File: src/rtl/bil_pkg.sv
// Shared types and helpers for the boot image loader.
// Assumes a 32-bit source word and a seven-word boot header.
package bil_pkg;

    localparam int HDR_WORDS = 7;
    localparam logic [2:0] LEN_SLOT  = 3'd5;
    localparam logic [2:0] LAST_HDR  = 3'd6;
    localparam logic [1:0] LAST_SRC  = 2'd2;

    typedef enum logic [3:0] {
        S_START,
        S_HDR_REQ,
        S_HDR_WAIT,
        S_EVAL,
        S_NEXT,
        S_CP_REQ,
        S_CP_WAIT,
        S_CP_WR,
        S_GO,
        S_DONE,
        S_FAIL
    } seq_state_e;

    // True when a word is a branch or a PC-relative load to the program counter
    function automatic logic is_vector(input logic [31:0] w);
        return (w[31:24] == 8'hEA) || (w[31:12] == 20'hE59FF);
    endfunction

endpackage

File: src/rtl/bil_reader.sv
// Single-outstanding word reader.
// It takes a one-cycle go pulse with a select and an address. It then
// holds the request until accepted, waits for one response, and returns
// the word with a one-cycle done pulse. Assumes go is only pulsed while idle.
module bil_reader #(
    parameter int AW = 24
) (
    input  logic          clk,
    input  logic          rst_n,
    input  logic          go,
    input  logic [1:0]    go_sel,
    input  logic [AW-1:0] go_addr,
    output logic          req_valid,
    input  logic          req_ready,
    output logic [1:0]    req_sel,
    output logic [AW-1:0] req_addr,
    input  logic          rsp_valid,
    output logic          rsp_ready,
    input  logic [31:0]   rsp_data,
    output logic [31:0]   word,
    output logic          done
);
    typedef enum logic [1:0] {R_IDLE, R_REQ, R_WAIT} rd_phase_e;
    rd_phase_e phase;

    // Phase sequencing, request capture and response capture
    always_ff @(posedge clk) begin
        if (!rst_n) begin
            phase    <= R_IDLE;
            req_sel  <= '0;
            req_addr <= '0;
            word     <= '0;
            done     <= 1'b0;
        end else begin
            done <= 1'b0;
            case (phase)
                R_IDLE: if (go) begin
                    req_sel  <= go_sel;
                    req_addr <= go_addr;
                    phase    <= R_REQ;
                end
                R_REQ: if (req_ready) phase <= R_WAIT;
                R_WAIT: if (rsp_valid) begin
                    word  <= rsp_data;
                    done  <= 1'b1;
                    phase <= R_IDLE;
                end
                default: phase <= R_IDLE;
            endcase
        end
    end

    // Handshake outputs follow the phase
    always_comb begin
        req_valid = (phase == R_REQ);
        rsp_ready = (phase == R_WAIT);
    end
endmodule

File: src/rtl/bil_hdr_check.sv
// Header validator.
// It accumulates vector-word checks over the seven header words and keeps
// the length slot. It reports pass or fail and the word count to copy.
// Assumes clear is pulsed before each new header, and SRAM_BYTES is a multiple of 4.
module bil_hdr_check #(
    parameter int SRAM_BYTES = 4096,
    localparam int SW  = SRAM_BYTES / 4,
    localparam int WAW = $clog2(SW)
) (
    input  logic         clk,
    input  logic         rst_n,
    input  logic         clear,
    input  logic         we,
    input  logic [2:0]   idx,
    input  logic [31:0]  data,
    output logic         ok,
    output logic [WAW:0] nwords
);
    import bil_pkg::*;

    logic        bad_q;
    logic [31:0] len_q;
    logic [32:0] words;

    // Record the length slot and note any non-vector word
    always_ff @(posedge clk) begin
        if (!rst_n || clear) begin
            bad_q <= 1'b0;
            len_q <= '0;
        end else if (we) begin
            if (idx == LEN_SLOT)
                len_q <= data;
            else if (!is_vector(data))
                bad_q <= 1'b1;
        end
    end

    // Round the byte length up to words and range-check it against SRAM
    always_comb begin
        words  = ({1'b0, len_q} + 33'd3) >> 2;
        ok     = !bad_q && (len_q != 32'd0) && (words <= 33'(SW));
        nwords = words[WAW:0];
    end
endmodule

File: src/rtl/bil_writer.sv
// One-entry SRAM write buffer.
// A go pulse loads address and data. Valid is then held until ready.
// Assumes go is only pulsed while the buffer is empty.
module bil_writer #(
    parameter int WAW = 10
) (
    input  logic           clk,
    input  logic           rst_n,
    input  logic           go,
    input  logic [WAW-1:0] go_addr,
    input  logic [31:0]    go_data,
    output logic           wr_valid,
    input  logic           wr_ready,
    output logic [WAW-1:0] wr_addr,
    output logic [31:0]    wr_data
);
    // Load on go, release on handshake
    always_ff @(posedge clk) begin
        if (!rst_n) begin
            wr_valid <= 1'b0;
            wr_addr  <= '0;
            wr_data  <= '0;
        end else if (go) begin
            wr_valid <= 1'b1;
            wr_addr  <= go_addr;
            wr_data  <= go_data;
        end else if (wr_valid && wr_ready) begin
            wr_valid <= 1'b0;
        end
    end
endmodule

File: src/rtl/boot_image_loader.sv
// Boot image loader top.
// It captures the boot pin during reset. With the pin high it probes three
// sources in priority order for a vector header, copies the chosen image
// into SRAM, requests remap, and one cycle later starts the processor.
// Assumes AW >= WAW + 2 and SRAM_BYTES is a multiple of 4.
module boot_image_loader #(
    parameter int AW         = 24,
    parameter int SRAM_BYTES = 4096,
    localparam int WAW       = $clog2(SRAM_BYTES / 4)
) (
    input  logic           clk,
    input  logic           rst_n,
    input  logic           boot_sel_i,
    output logic           src_req_valid_o,
    input  logic           src_req_ready_i,
    output logic [1:0]     src_req_sel_o,
    output logic [AW-1:0]  src_req_addr_o,
    input  logic           src_rsp_valid_i,
    output logic           src_rsp_ready_o,
    input  logic [31:0]    src_rsp_data_i,
    output logic           sram_wr_valid_o,
    input  logic           sram_wr_ready_i,
    output logic [WAW-1:0] sram_wr_addr_o,
    output logic [31:0]    sram_wr_data_o,
    output logic           remap_req_o,
    output logic           cpu_start_o,
    output logic           done_o,
    output logic           fail_o
);
    import bil_pkg::*;

    seq_state_e     state;
    logic           pin_q;
    logic [1:0]     src_q;
    logic [2:0]     widx;
    logic [WAW-1:0] cw;
    logic [WAW:0]   nwords_q;
    logic           remap_q, start_q, fail_q;

    logic           rd_go, rd_done;
    logic [AW-1:0]  rd_addr;
    logic [31:0]    rd_word;
    logic           hdr_clr, hdr_we, hdr_ok;
    logic [WAW:0]   hdr_nwords;
    logic           wr_go;
    logic           last_word;

    bil_reader #(.AW(AW)) u_reader (
        .clk(clk), .rst_n(rst_n),
        .go(rd_go), .go_sel(src_q), .go_addr(rd_addr),
        .req_valid(src_req_valid_o), .req_ready(src_req_ready_i),
        .req_sel(src_req_sel_o), .req_addr(src_req_addr_o),
        .rsp_valid(src_rsp_valid_i), .rsp_ready(src_rsp_ready_o),
        .rsp_data(src_rsp_data_i),
        .word(rd_word), .done(rd_done)
    );

    bil_hdr_check #(.SRAM_BYTES(SRAM_BYTES)) u_hdr (
        .clk(clk), .rst_n(rst_n),
        .clear(hdr_clr), .we(hdr_we), .idx(widx), .data(rd_word),
        .ok(hdr_ok), .nwords(hdr_nwords)
    );

    bil_writer #(.WAW(WAW)) u_writer (
        .clk(clk), .rst_n(rst_n),
        .go(wr_go), .go_addr(cw), .go_data(rd_word),
        .wr_valid(sram_wr_valid_o), .wr_ready(sram_wr_ready_i),
        .wr_addr(sram_wr_addr_o), .wr_data(sram_wr_data_o)
    );

    // Per-state strobes toward the reader, checker and writer
    always_comb begin
        rd_go     = (state == S_HDR_REQ) || (state == S_CP_REQ);
        rd_addr   = (state == S_CP_REQ) ? AW'({cw, 2'b00}) : AW'({widx, 2'b00});
        hdr_clr   = (state == S_START) || (state == S_NEXT);
        hdr_we    = rd_done && (state == S_HDR_WAIT);
        wr_go     = rd_done && (state == S_CP_WAIT);
        last_word = (({1'b0, cw} + (WAW+1)'(1)) == nwords_q);
    end

    // Main sequencer: probe, evaluate, copy, remap, start
    always_ff @(posedge clk) begin
        if (!rst_n) begin
            state    <= S_START;
            pin_q    <= boot_sel_i;
            src_q    <= '0;
            widx     <= '0;
            cw       <= '0;
            nwords_q <= '0;
            remap_q  <= 1'b0;
            start_q  <= 1'b0;
            fail_q   <= 1'b0;
        end else begin
            case (state)
                S_START: begin
                    if (pin_q) begin
                        state <= S_HDR_REQ;
                    end else begin
                        start_q <= 1'b1;
                        state   <= S_DONE;
                    end
                end
                S_HDR_REQ: state <= S_HDR_WAIT;
                S_HDR_WAIT: if (rd_done) begin
                    if (widx == LAST_HDR) begin
                        state <= S_EVAL;
                    end else begin
                        widx  <= widx + 3'd1;
                        state <= S_HDR_REQ;
                    end
                end
                S_EVAL: begin
                    if (hdr_ok) begin
                        nwords_q <= hdr_nwords;
                        cw       <= '0;
                        state    <= S_CP_REQ;
                    end else begin
                        state <= S_NEXT;
                    end
                end
                S_NEXT: begin
                    if (src_q == LAST_SRC) begin
                        fail_q <= 1'b1;
                        state  <= S_FAIL;
                    end else begin
                        src_q <= src_q + 2'd1;
                        widx  <= '0;
                        state <= S_HDR_REQ;
                    end
                end
                S_CP_REQ: state <= S_CP_WAIT;
                S_CP_WAIT: if (rd_done) state <= S_CP_WR;
                S_CP_WR: if (!sram_wr_valid_o) begin
                    if (last_word) begin
                        remap_q <= 1'b1;
                        state   <= S_GO;
                    end else begin
                        cw    <= cw + 1'b1;
                        state <= S_CP_REQ;
                    end
                end
                S_GO: begin
                    start_q <= 1'b1;
                    state   <= S_DONE;
                end
                S_DONE: state <= S_DONE;
                S_FAIL: state <= S_FAIL;
                default: state <= S_FAIL;
            endcase
        end
    end

    // Status outputs come from registers and state
    always_comb begin
        remap_req_o = remap_q;
        cpu_start_o = start_q;
        fail_o      = fail_q;
        done_o      = (state == S_DONE);
    end
endmodule

File: config.mk
export PLATFORM = sky130hd
export DESIGN_NAME = boot_image_loader
export DESIGN_NICKNAME = d
export VERILOG_FILES = /design/src/rtl/bil_pkg.sv /design/src/rtl/bil_reader.sv /design/src/rtl/bil_hdr_check.sv /design/src/rtl/bil_writer.sv /design/src/rtl/boot_image_loader.sv
export SDC_FILE = /design/constraint.sdc
export NUM_CORES = 1
export LEC_CHECK = 0
export BUFFER_PORTS_ARGS = -buffer_cell sky130_fd_sc_hd__buf_4
export CORE_MARGIN = 3
export CORE_UTILIZATION = 30
export CTS_CLUSTER_SIZE = 20
export DETAILED_ROUTE_END_ITERATION = 7
export MAX_ROUTING_LAYER = met4
export SLEW_MARGIN = 10
export SYNTH_ARGS = -nofsm -noshare
export SYNTH_HDL_FRONTEND = slang
export SYNTH_SLANG_ARGS = --single-unit
File: constraint.sdc
create_clock -name clk -period 2.9 [get_ports clk]
set_input_delay 0.435 -clock clk [delete_from_list [all_inputs] [get_ports clk]]
set_output_delay 0.435 -clock clk [all_outputs]
set_load 0.005 [all_outputs]
Word-level counts from Yosys, hierarchy flattened:

Cells that the tools add are included.

* bits in registers: 171
* bits of input ports: 38
* output and inout port bits: 75
* logic and storage cells: 117

* add/subtract/negate cells: 5
* magnitude comparators: 1
* equal/unequal tests: 28
* mux-type cells: 27
* bitwise operators: 4
* reductions and logical operators: 33

Operators by type and width (number)
* one-hot mux 4 bit (9 select lines): 1
* adder 32 x 2 -> 33 bit, second input constant: 1
* nonzero test 32 bit: 1
* less-or-equal comparator 31 x 11 -> 1 bit, second input constant: 1
* two-way mux 10 bit: 3
* two-way mux 4 bit: 6
* == test 20 bit, second input constant: 1
* one-hot mux 10 bit (2 select lines): 1
* == test 4 x 3 -> 1 bit, second input constant: 4
* inequality test 2 bit, second input constant: 8
* AND reduction 2 bit: 8
* two-way mux 12 bit: 1
* AND reduction 3 bit: 4
* adder 10 x 1 -> 11 bit, second input constant: 1
* == test 11 bit: 1
* adder 10 x 1 -> 10 bit, second input constant: 1
* two-way mux 3 bit: 3
* == test 4 x 2 -> 1 bit, second input constant: 2
* == test 4 bit, second input constant: 2
* == test 8 bit, second input constant: 1
* two-way mux 2 bit: 4
* AND reduction 4 bit: 2
* nonzero test 2 bit: 4
* == test 3 bit, second input constant: 2
* 17 further kinds: 35

Logic depth before layout (Yosys ltp):

* depth in word-level cells: 5
* gate-level depth with buffers: 10

By module:

A second synthesis with hierarchy kept.

* cells, all modules: 900
* area, all modules: 7907.6 um^2

Modules (own cells, without submodules)
* bil_reader: times used 1, cells each 266, area an instance 2467.4 um^2, seq. area each 1221.2 um^2
* boot_image_loader: times used 1, cells each 271, area an instance 2085.8 um^2, seq. area each 690.7 um^2
* bil_hdr_check: times used 1, cells each 225, area an instance 1690.4 um^2, seq. area each 660.6 um^2
* bil_writer: times used 1, cells each 138, area an instance 1664.1 um^2, seq. area each 860.8 um^2

Worst setup path before layout:

Ideal clock, no wire load.

* kind: register to register
* start: register cw[1]
* end: register cw[0]
* library setup time: 121 ps
* arrival: 2434 ps
* setup slack: 345 ps
* cell stages (with the launch flop): 10
* buffers on the path: 1
* clock period less this slack: 2555 ps
* cells stage by stage: dfxtp_1 ha_1 inv_1 or3_1 xnor2_1 a2111oi_0 and2_1 clkbuf_2 nor3_1 mux2_2

* longest elaborated chain between the ends: 4

Ends and longest elaborated chain
* start, declared: line boot_image_loader.sv:36 `logic [WAW-1:0] cw;`
* start signal, assigned: line boot_image_loader.sv:138 `cw <= cw + 1'b1;`
* adder 10 x 1 -> 11 bit: line boot_image_loader.sv:78 `last_word = (({1'b0, cw} + (WAW+1)'(1)) == nwords_q);`
* == test 11 bit: line boot_image_loader.sv:78
* inequality test 2 bit (no source line)
* AND reduction 4 bit (no source line)

Every way passes these cells.
A chain may end at the register's enable or synchronous reset.

Worst setup path after layout:

* start: register u_hdr.len_q[8]
* end: register cw[6]

* longest elaborated chain between the ends: 5

Ends and longest elaborated chain
* start, declared: line bil_hdr_check.sv:22 `logic [31:0] len_q;`
* start signal, assigned: line bil_hdr_check.sv:32 `len_q <= data;`
* adder 32 x 2 -> 33 bit or nonzero test 32 bit (tied branches): line bil_hdr_check.sv:40, bil_hdr_check.sv:41
* less-or-equal comparator 31 x 11 -> 1 bit or logical AND 1 bit (tied branches): line bil_hdr_check.sv:41 `ok = !bad_q && (len_q != 32'd0) && (words <= 33'(SW));`
* logical AND 1 bit (*): line bil_hdr_check.sv:41
* inequality test 2 bit (no source line) (*)
* AND reduction 4 bit (no source line) (*)

Every way passes the cells marked *; elsewhere a longest branch is shown, timed or not.

==> reports/metrics.cfg <==
[placement]
gp_congestion = 0.904
port_buffers = 98
place_inst = 1273
hpwlAfterDp_um = 13200

[final_layout]
mostFrequentLayoutCells = nand2_1, dfxtp_1, a21oi_1
drive_above_1_share = 0.186
layout_commonest_cell = nand2_1
area_growth_pct = 24.0
diodes = 0
multi_input_area_um2 = 3550
nFillCells = 2402
final_net_count = 1022
seq_area_um2 = 3150
layout.cells.non_filler = 1305

[setup_path]
slowest_delay_ns = 0.57
r2r-start = u_hdr.len_q[8]$_SDFFE_PP0P_
crit_chain = nand4_2 -> nor3_4 -> buf_4 -> o211a_1 -> o221ai_2 -> or4_4 -> a2111oi_4 -> o221a_1
cp_num_buf_inv = 1
cp-startpoint = u_hdr.len_q[8]$_SDFFE_PP0P_
worstSetupEndpointType = register
required_ns = 3.26
start_kind = register
cp_max_fo = 9
worstSetupPathType = register to register
worstPathArrival_ns = 3.04
cpMaxStageDelayCell = or4_4
crit_family = simple AND/OR/NAND/NOR gates

[floorplan]
die_w_um = 159
io_pins = 113
die-area_um2 = 25300
die-height_um = 159
start_util = 0.308
coreArea_um2 = 22800
rows = 55

[drt]
drc = 0
ant_nets = 0
via_count = 6239
wl_per_cell_um = 14.2
first_iter_violations = 433
drt_wl_total_um = 18500
viasPerCell = 4.78
firstDrtPassIters = 6

[logic_synthesis]
ys_ff_latch = 157
synth_enable_flop_cells = 1
syn-instance-count = 892
yosys_warnings = 0
ys_seq_area_frac = 0.448
synth_top_area_cell = dfxtp_1
synthArstFlopShare = 0
syn_avg_cell_area_um2 = 7.89
synth.distinct_cells = 70
ys_top_cells_by_area = dfxtp_1, nand2_1, a21oi_1
syn-cell-area_um2 = 7040
netlist.area_leader.share = 0.444
synth-main-ff-cell = dfxtp_1

[timing]
setup_tns_ns = 0
fmaxAchievable_mhz = 373
final-max-slew-violation-count = 0
setup_viol = 0
slew_headroom = 0.605
hold_viol = 0
period_share = 0.924
rsz0062_at_grt = false
worst_pin_slew_ns = 0.578
skew_ns = 0.0156
fin_crit_ns = 2.68

[worst_hold_path]
holdCritStartpoint = boot_sel_i
hp-class = input pin to register

[power_and_ir_drop]
ir_drop_mv = 0.347
power.leakage_nw = 3.13
power_density_nw_per_um2 = 572
p_total_mw = 4.99

[grt]
antenna_found_initial = 0
grt_pass1_wl_um = 30800
grt_max_degree = 35
overflow = 0
track_usage = 0.150
grt_pass1_vias = 6091

[clock_network]
clock_latency_ns = 0.43
cts_tree = done
clk_pin_slew_ns = 0.06
cts_buffers = 17
cts_root_buf = clkbuf_16
ctsHtreeMaxLevel = 4
clkSinkCount = 157
cts_buffer_depth = 2

[run_status]
status = finished, final reports clean

[run]
maxCapViolations = 0

-- per-layer routing --
layer	track usage	vias up	wire (um)
li1	-	3211	-
met3	0.0330	10	839
met4	0.0338	0	163
met2	0.241	128	8640
met5	-	-	0
met1	0.195	2890	8860
-- power breakdown --
part           internal [mW]  switching, mW  total (mW)
clock                   1.21          0.979        2.19
sequential              2.21         0.0474        2.25
combinational          0.199          0.345       0.544
-- metrics by stage --
step / utilization / hold WS, ns / cell area [um2] / setup WS [ns]
final: 0.382 / 0.193 / 8720 / 0.219
after global routing: 0.382 / 0.171 / 8720 / 0.0443
after CTS: 0.382 / 0.170 / 8720 / 0.177
after detailed placement: 0.357 / 0.448 / 8150 / 0.218
after global placement: 0.357 / 0.445 / 8150 / 0.263
after floorplan: - / 0.436 / 7080 / 0.345
-- synthesized netlist by cell type, types with 6 or more instances --
cell type  count
nand2_1      246
nor4_1        13
xor2_1         8
and3_1         6
nand4_1        6
inv_1         12
mux2i_1       10
nor2_1        47
clkbuf_1      52
nand2b_1      11
dfxtp_1      156
buf_4         17
nor3_1        18
xnor2_1       17
a22oi_1        8
nand3_1       12
a31oi_1        7
a21oi_1      134
o21ai_0       17
-- cells by family (layout without fill, tap and decap cells) --
family / count (synthesis) / after routing / synth area share
AO/OA/AOI/OAI: 204 / 204 / 0.175
XOR/XNOR: 25 / 25 / 0.0311
adder cells (fa/ha/maj): 5 / 5 / 0.00889
buffers and inverters: 88 / 175 / 0.0571
flip-flops: 157 / 157 / 0.448
multiplexers: 13 / 13 / 0.0196
other: 1 / 14 / 0.000533
AND/OR/NAND/NOR: 399 / 399 / 0.259
-- state kept, by name (all words and copies together), names as in the netlist, 2 cells and up --
signal / flops
src_q: 2
u_writer.wr_addr: 10
nwords_q: 11
u_reader.req_addr: 10
u_reader.req_sel: 2
u_writer.wr_data: 32
u_hdr.len_q: 32
cw: 10
u_reader.word: 32
widx: 3
state: 4
u_reader.phase: 2
-- cell type report --
cell class	instances	area share
Multi-Input combinational cell	660	0.407
Sequential cell	157	0.361
Timing Repair Buffer	130	0.115
Clock buffer	18	0.0492
Tap cell	313	0.0449
Clock inverter	14	0.0166
Inverter	13	0.00574
-- what timing repair did --
item                                    4_1_cts  5_1_grt
endpoints found under the setup margin        0        1
buffers inserted                              0        0
hold buffers                                  0        0
gates resized for setup                       0        0
hold endpoints to repair                      0        0
-- worst paths after layout --
path	to	slack (ns)	cells past startpoint
worst min register to register	u_writer.wr_addr[1]$_SDFFE_PN0P_	0.45	2
worst max-delay path	cw[6]$_SDFFE_PN0P_	0.22	8
worst max register to register	cw[6]$_SDFFE_PN0P_	0.22	8
worst min-delay path	pin_q$_DFFE_PN_	0.19	1
Note: power is estimated with default switching activity, not from simulation.
